**config.mk**
```make
export PLATFORM = sky130hd
export DESIGN_NAME = cp_inserter
export DESIGN_NICKNAME = d
export VERILOG_FILES = /design/src/rtl/cpi_pkg.sv /design/src/rtl/cpi_cfg.sv /design/src/rtl/cpi_store.sv /design/src/rtl/cpi_seq.sv /design/src/rtl/cp_inserter.sv
export SDC_FILE = /design/constraint.sdc
export NUM_CORES = 1
export LEC_CHECK = 0
export ABC_AREA = 1
export ABC_CLOCK_PERIOD_IN_PS = 2600
export BUFFER_PORTS_ARGS = -buffer_cell sky130_fd_sc_hd__buf_2
export CORE_UTILIZATION = 30
export CTS_CLUSTER_DIAMETER = 120
export DETAILED_ROUTE_END_ITERATION = 10
export PLACE_DENSITY = 0.45
export SETUP_SLACK_MARGIN = 0.2
export SYNTH_ARGS = -nofsm -noshare
export SYNTH_HDL_FRONTEND = slang
export SYNTH_SLANG_ARGS = --single-unit
```
**constraint.sdc**
```tcl
create_clock -name clk -period 2.6 [get_ports clk]
set_input_delay 0.26 -clock clk [delete_from_list [all_inputs] [get_ports clk]]
set_output_delay 0.26 -clock clk [all_outputs]
set_load 0.01 [all_outputs]
```
**src/rtl/cpi_pkg.sv**
```systemverilog
// Package: shared types and helpers for the cyclic prefix inserter.
// Assumes nothing beyond IEEE 1800-2017 packages.
package cpi_pkg;

    // Phase of the single-frame buffer.
    typedef enum logic [1:0] {
        ST_FILL   = 2'd0,
        ST_PREFIX = 2'd1,
        ST_BODY   = 2'd2
    } cpi_state_e;

    // Rounds a field width up to a whole number of bytes.
    function automatic int pad8(input int w);
        return ((w + 7) / 8) * 8;
    endfunction

endpackage

```
**src/rtl/cpi_cfg.sv**
```systemverilog
// Module: cpi_cfg
// Holds the active frame size and prefix length, and derives the last
// index, the prefix start index and the zero-prefix flag from them.
// Assumes the sequencer raises cfg_fire only between frames, and that
// the software gives a prefix length below the frame length.
module cpi_cfg
    import cpi_pkg::*;
#(
    parameter int MAX_LOG2 = 6,
    parameter int SZW      = 3,
    parameter int CFG_W    = 16
) (
    input  logic                clk,
    input  logic                rst_n,
    input  logic                cfg_fire,
    input  logic [CFG_W-1:0]    cfg_word,
    output logic [MAX_LOG2-1:0] last_idx,
    output logic [MAX_LOG2-1:0] prefix_start,
    output logic                cp_zero
);
    localparam int AW     = MAX_LOG2;
    localparam int SZ_FLD = pad8(SZW);

    logic [SZW-1:0] size_q;
    logic [AW-1:0]  cp_q;
    logic [AW:0]    npts;
    logic           unused_cfg_bits;

    assign unused_cfg_bits = ^cfg_word;

    // Latches a new size and prefix length when a word is taken.
    always_ff @(posedge clk) begin
        if (!rst_n) begin
            size_q <= SZW'(MAX_LOG2);
            cp_q   <= '0;
        end else if (cfg_fire) begin
            size_q <= cfg_word[SZW-1:0];
            cp_q   <= cfg_word[SZ_FLD +: AW];
        end
    end

    // Derives the frame boundaries from the latched fields.
    always_comb begin
        npts         = (AW+1)'(1) << size_q;
        last_idx     = AW'(npts - (AW+1)'(1));
        prefix_start = AW'(npts - {1'b0, cp_q});
        cp_zero      = (cp_q == '0);
    end

endmodule

```
**src/rtl/cpi_store.sv**
```systemverilog
// Module: cpi_store
// Frame storage: one write port and one asynchronous read port.
// Assumes the depth is small enough for a register array.
module cpi_store #(
    parameter int DATA_W = 16,
    parameter int AW     = 6
) (
    input  logic              clk,
    input  logic              wr_en,
    input  logic [AW-1:0]     wr_addr,
    input  logic [DATA_W-1:0] wr_data,
    input  logic [AW-1:0]     rd_addr,
    output logic [DATA_W-1:0] rd_data
);
    localparam int DEPTH = 1 << AW;

    logic [DATA_W-1:0] mem [DEPTH];

    // Writes one accepted input sample.
    always_ff @(posedge clk) begin
        if (wr_en) mem[wr_addr] <= wr_data;
    end

    // Presents the addressed sample to the output.
    assign rd_data = mem[rd_addr];

endmodule

```
**src/rtl/cpi_seq.sv**
```systemverilog
// Module: cpi_seq
// Sequencer: fills the buffer, then reads the prefix and then the whole
// frame; it drives all handshakes and the sticky length error.
// Assumes last_idx and prefix_start stay constant outside ST_FILL.
module cpi_seq
    import cpi_pkg::*;
#(
    parameter int AW = 6
) (
    input  logic          clk,
    input  logic          rst_n,
    input  logic [AW-1:0] last_idx,
    input  logic [AW-1:0] prefix_start,
    input  logic          cp_zero,
    input  logic          cfg_valid,
    output logic          cfg_ready,
    output logic          cfg_fire,
    input  logic          s_valid,
    input  logic          s_last,
    output logic          s_ready,
    output logic          wr_en,
    output logic [AW-1:0] wr_addr,
    output logic [AW-1:0] rd_addr,
    output logic          m_valid,
    input  logic          m_ready,
    output logic          m_last,
    output logic          frame_err
);
    cpi_state_e    st;
    logic [AW-1:0] wr_cnt;
    logic [AW-1:0] rd_q;
    logic          err_q;
    logic          in_fire;
    logic          out_fire;

    // Decodes handshakes from the current phase.
    always_comb begin
        cfg_ready = (st == ST_FILL) && (wr_cnt == '0);
        cfg_fire  = cfg_ready && cfg_valid;
        s_ready   = (st == ST_FILL) && !cfg_fire;
        in_fire   = s_ready && s_valid;
        m_valid   = (st != ST_FILL);
        out_fire  = m_valid && m_ready;
        m_last    = (st == ST_BODY) && (rd_q == last_idx);
    end

    assign wr_en     = in_fire;
    assign wr_addr   = wr_cnt;
    assign rd_addr   = rd_q;
    assign frame_err = err_q;

    // Steps the phase, counters and error flag.
    always_ff @(posedge clk) begin
        if (!rst_n) begin
            st     <= ST_FILL;
            wr_cnt <= '0;
            rd_q   <= '0;
            err_q  <= 1'b0;
        end else begin
            case (st)
                ST_FILL: if (in_fire) begin
                    if (s_last != (wr_cnt == last_idx)) err_q <= 1'b1;
                    if (wr_cnt == last_idx) begin
                        wr_cnt <= '0;
                        if (cp_zero) begin
                            st   <= ST_BODY;
                            rd_q <= '0;
                        end else begin
                            st   <= ST_PREFIX;
                            rd_q <= prefix_start;
                        end
                    end else begin
                        wr_cnt <= wr_cnt + 1'b1;
                    end
                end
                ST_PREFIX: if (out_fire) begin
                    if (rd_q == last_idx) begin
                        st   <= ST_BODY;
                        rd_q <= '0;
                    end else begin
                        rd_q <= rd_q + 1'b1;
                    end
                end
                ST_BODY: if (out_fire) begin
                    if (rd_q == last_idx) st <= ST_FILL;
                    else rd_q <= rd_q + 1'b1;
                end
                default: st <= ST_FILL;
            endcase
        end
    end

    // Input is closed whenever a frame is being read out.
    assert_input_closed_R3: assert property (@(posedge clk) disable iff (!rst_n)
        !(s_ready && m_valid));

    // A configuration word is never taken during readout.
    assert_cfg_idle_R2: assert property (@(posedge clk) disable iff (!rst_n)
        cfg_ready |-> !m_valid);

    // The frame marker only appears on an offered sample.
    assert_last_valid_R6: assert property (@(posedge clk) disable iff (!rst_n)
        m_last |-> m_valid);

    // A stalled output keeps its read position.
    assert_stall_addr_R7: assert property (@(posedge clk) disable iff (!rst_n)
        (m_valid && !m_ready) |=> (m_valid && $stable(rd_addr) && $stable(m_last)));

    // The length error never clears by itself.
    assert_err_sticky_R9: assert property (@(posedge clk) disable iff (!rst_n)
        frame_err |=> frame_err);

endmodule

```
**src/rtl/cp_inserter.sv**
```systemverilog
// Module: cp_inserter
// Top level of the cyclic prefix inserter: configuration latch, frame
// store and readout sequencer joined together.
// Assumes legal configuration words (size <= MAX_LOG2, prefix < frame).
module cp_inserter
    import cpi_pkg::*;
#(
    parameter  int DATA_W   = 16,
    parameter  int MAX_LOG2 = 6,
    localparam int SZW      = $clog2(MAX_LOG2 + 1),
    localparam int CFG_W    = pad8(SZW) + pad8(MAX_LOG2)
) (
    input  logic              clk,
    input  logic              rst_n,
    input  logic              cfg_valid,
    output logic              cfg_ready,
    input  logic [CFG_W-1:0]  cfg_data,
    input  logic              s_valid,
    output logic              s_ready,
    input  logic [DATA_W-1:0] s_data,
    input  logic              s_last,
    output logic              m_valid,
    input  logic              m_ready,
    output logic [DATA_W-1:0] m_data,
    output logic              m_last,
    output logic              frame_err
);
    localparam int AW = MAX_LOG2;

    logic [AW-1:0] last_idx;
    logic [AW-1:0] prefix_start;
    logic          cp_zero;
    logic          cfg_fire;
    logic          wr_en;
    logic [AW-1:0] wr_addr;
    logic [AW-1:0] rd_addr;

    cpi_cfg #(.MAX_LOG2(MAX_LOG2), .SZW(SZW), .CFG_W(CFG_W)) u_cfg (
        .clk(clk), .rst_n(rst_n), .cfg_fire(cfg_fire), .cfg_word(cfg_data),
        .last_idx(last_idx), .prefix_start(prefix_start), .cp_zero(cp_zero)
    );

    cpi_store #(.DATA_W(DATA_W), .AW(AW)) u_store (
        .clk(clk), .wr_en(wr_en), .wr_addr(wr_addr), .wr_data(s_data),
        .rd_addr(rd_addr), .rd_data(m_data)
    );

    cpi_seq #(.AW(AW)) u_seq (
        .clk(clk), .rst_n(rst_n), .last_idx(last_idx),
        .prefix_start(prefix_start), .cp_zero(cp_zero),
        .cfg_valid(cfg_valid), .cfg_ready(cfg_ready), .cfg_fire(cfg_fire),
        .s_valid(s_valid), .s_last(s_last), .s_ready(s_ready),
        .wr_en(wr_en), .wr_addr(wr_addr), .rd_addr(rd_addr),
        .m_valid(m_valid), .m_ready(m_ready), .m_last(m_last),
        .frame_err(frame_err)
    );

    // Output data holds steady while the downstream stalls.
    assert_stall_data_R7: assert property (@(posedge clk) disable iff (!rst_n)
        (m_valid && !m_ready) |=> $stable(m_data));

endmodule

```
==> flow_metrics.env <==
export IMPL_status="finished with violations"
export IMPL_violations="design-rule violations, negative setup slack"
export IMPL_crit_slowest_cell="dfxtp_4"
export IMPL_die_h_um=377
export IMPL_synth_top_area_share=0.730
export IMPL_drive_above_1_share=0.218
export IMPL_dp_cells=5228
export IMPL_timing_hold_ws_ns=0.0608
export IMPL_drt_pass1_iter_count=8
export IMPL_final_setup_worst_slack_ns=-0.634
export IMPL_grt_pass1_vias=27300
export IMPL_antenna_found_initial=5
export IMPL_crit_path_start_kind="register"
export IMPL_setup_viol=17
export IMPL_yosysSeqAreaShare=0.744
export IMPL_path_clk_slew_ns=0.06
export IMPL_ys_top_cells_by_count="edfxtp_1 (1,024), nor2_1 (619), o21ai_0 (525)"
export IMPL_io_pins=59
export IMPL_worstPathRequired_ns=2.34
export IMPL_power_leakage_nw=17.8
export IMPL_dieArea_um2=142000
export IMPL_globalplace_congestion=0.774
export IMPL_netlist_top_cell_by_area="edfxtp_1"
export IMPL_drt_first_iter_violations=2295
export IMPL_worstHoldStart="s_data[2]"
export IMPL_crit_arrival_ns=2.97
export IMPL_ys_flop_type="edfxtp_1"
export IMPL_period_needed_ns=3.23
export IMPL_wl_per_cell_um=24.3
export IMPL_htree_num_levels=3
export IMPL_reg2reg_depth=16
export IMPL_max_cap_violations=0
export IMPL_r2r_start="u_cfg.size_q[1]"
export IMPL_final_antenna_net_count=0
export IMPL_rows=137
export IMPL_hold_end="u_store.mem[6][2]"
export IMPL_start_util=0.302
export IMPL_nFillCells=13200
export IMPL_rsz0062_at_grt="yes"
export IMPL_hold_viol_final=0
export IMPL_ys_ff_latch=1054
export IMPL_finalSetupTns_ns=-9.20
export IMPL_tightest_slew_ns=0.926
export IMPL_syn2layout_area_growth_pct=27.7
export IMPL_clk_latency_ns=0.73
export IMPL_finalWirelength_um=135000
export IMPL_r2r_slack_ns=0.28
export IMPL_worstHoldPathType="in -> reg"
export IMPL_cp_num_buf_inv=6
export IMPL_nets=3631
export IMPL_finalInstanceArea_um2=53800
export IMPL_syn_num_nets=3304
export IMPL_die_w_um=377
export IMPL_synth_area_um2=42100
export IMPL_grt_overflow_total=0
export IMPL_synth_area_leaders="edfxtp_1 (73%), o21ai_0 (6.2%), nor2_1 (5.5%)"
export IMPL_fin_skew_ns=0.0427
export IMPL_routed_via_density=5.05
export IMPL_cts_inserted_buffers=117
export IMPL_slew_viol_final=0
export IMPL_cts_sinks=1054
export IMPL_path_delay_family="buffers and inverters"
export IMPL_ys_async_sr_fraction=0
export IMPL_holdPathStages=1
export IMPL_grt_pass1_wl_um=195000
export IMPL_path_cells="buf_12, inv_16, buf_12, buf_6, o21ai_1, o22ai_1, o211ai_1, nand3_1, nand3_2, buf_6, nand2_4, buf_2"
export IMPL_cts_tree="built"
export IMPL_syn_area_per_cell_um2=13.0
export IMPL_drc_errors=4
export IMPL_max_freq_ghz=0.309
export IMPL_dp_hpwl_um=77200
export IMPL_power_density_nw_per_um2=960
export IMPL_cp_end_kind="output pin"
export IMPL_critPathMaxFanout=29
export IMPL_root_buffer="clkbuf_16"
export IMPL_ir_worst_vdd_v=0.000797
export IMPL_critical_path_class="reg -> out"
export IMPL_period_share=1.24
export IMPL_synth_cell_types=38
export IMPL_port_buffers=51
export IMPL_synth_most_common_cell="edfxtp_1"
export IMPL_slew_headroom=0.383
export IMPL_cp_slowest_stage_delay_ns=0.43
export IMPL_vias=28000
export IMPL_track_usage=0.188
export IMPL_synth_edf_count=1024
export IMPL_grt_start_max_net_pins=65
export IMPL_placed_area_um2=47500
export IMPL_syn_inst=3252
export IMPL_core_um2=139000
export IMPL_stdcell_count=5554
export IMPL_cts_buffer_depth=3
export IMPL_ys_warn_count=0
[final cells by class]
type,instances,area [um2],area share
multi-input cells,1871,10400,0.193
well taps,1876,2350,0.0437
diodes,1,2.50,0.0000465
inverters,99,420,0.00782
clock inverters,67,621,0.0115
repair inverters,2,17.5,0.000326
repair buffers,434,5530,0.103
flip-flops and latches,1054,31400,0.584
clock buffers,150,3090,0.0575
[worst reg2reg max path: stages (launching register included)]
cell and delay, ns:
dfxtp_2 0.33, buf_6 0.12, nor2_4 0.13, nand2_2 0.10, buf_4 0.14, buf_4 0.12
buf_4 0.14, ha_2 0.18, fa_2 0.37, nor2_4 0.11, o21ai_2 0.07, nand2_1 0.06
nand2_1 0.06, nand3_2 0.08, nand2_1 0.07, nor2_2 0.09, nor2_1 0.06
[what timing repair did]
item	4_1_cts	5_1_grt
pin swaps	123	58
hold buffers	24	0
resized for setup	242	98
endpoints found under the hold margin	30	0
setup buffers	41	14
cloned	24	5
setup endpoints to repair	42	93
[where the power goes]
group	switching, W	leakage, nW	total, W	internal [W]
sequential	0.000251	9.46	0.0192	0.0190
combinational	0.0100	6.53	0.0163	0.00626
clock	0.00688	1.81	0.0162	0.00928
[cell usage in the layout, fill, tap and decap left out, drive strengths merged, types with 52 or more instances in the layout]
master and count:
o22ai 178, o211ai 130, nand3 127, nand2 150, nor2 623, buf 401, edfxtp 1024, inv 104
clkbuf 154, clkinv 52, o21ai 526, o221ai 78
[per-stage QoR]
| stage | setup WS (ns) | utilization | total power (W) |
|---|---|---|---|
| 2_1_floorplan | -0.0101 | - | 0.0264 |
| 3_3_place_gp | -0.276 | 0.341 | 0.0326 |
| 3_5_place_dp | -0.288 | 0.341 | 0.0326 |
| 4_1_cts | -0.616 | 0.382 | 0.0514 |
| 5_1_grt | -0.725 | 0.386 | 0.0538 |
| 6_report | -0.634 | 0.386 | 0.0516 |
[flip-flops by register name, indices dropped and copies added (netlist names), named ones only]
signal / flops
u_seq.wr_addr: 6
u_seq.rd_addr: 6
u_cfg.size_q: 3
u_cfg.cp_q: 6
u_seq.st: 2
u_seq.frame_err: 1
u_store.mem: 1024
[per-layer routing]
layer,up-vias,part of all wire,global-route usage,wire [um]
met4,2,0.022,0.0433,2940
li1,12900,-,-,-
met3,167,0.051,0.0289,6840
met1,14200,0.46,0.268,62200
met2,732,0.47,0.302,62900
met5,-,0.000059,0,8
[cell families after synthesis]
family / count (synthesis) / synth area share
AO/OA/AOI/OAI: 931 / 0.131
XOR/XNOR: 6 / 0.00125
adder cells (fa/ha/maj): 14 / 0.00434
buffers and inverters: 328 / 0.0311
flip-flops: 1054 / 0.744
AND/OR/NAND/NOR: 919 / 0.0881
[worst max-delay path by stage]
stage	start	end	slack, ns	cells after the start
2_1_floorplan	u_seq.wr_addr[0]	u_store.mem[11][0]	-0.01	10
3_5_place_dp	u_cfg.size_q[0]	register	-0.29	16
6_report	register	m_data[9]	-0.63	12
4_1_cts	register	m_data[3]	-0.62	12
5_1_grt	register	m_data[12]	-0.73	14
3_3_place_gp	u_cfg.size_q[0]	register	-0.28	16
No activity file was read; power rests on OpenSTA's default activity.
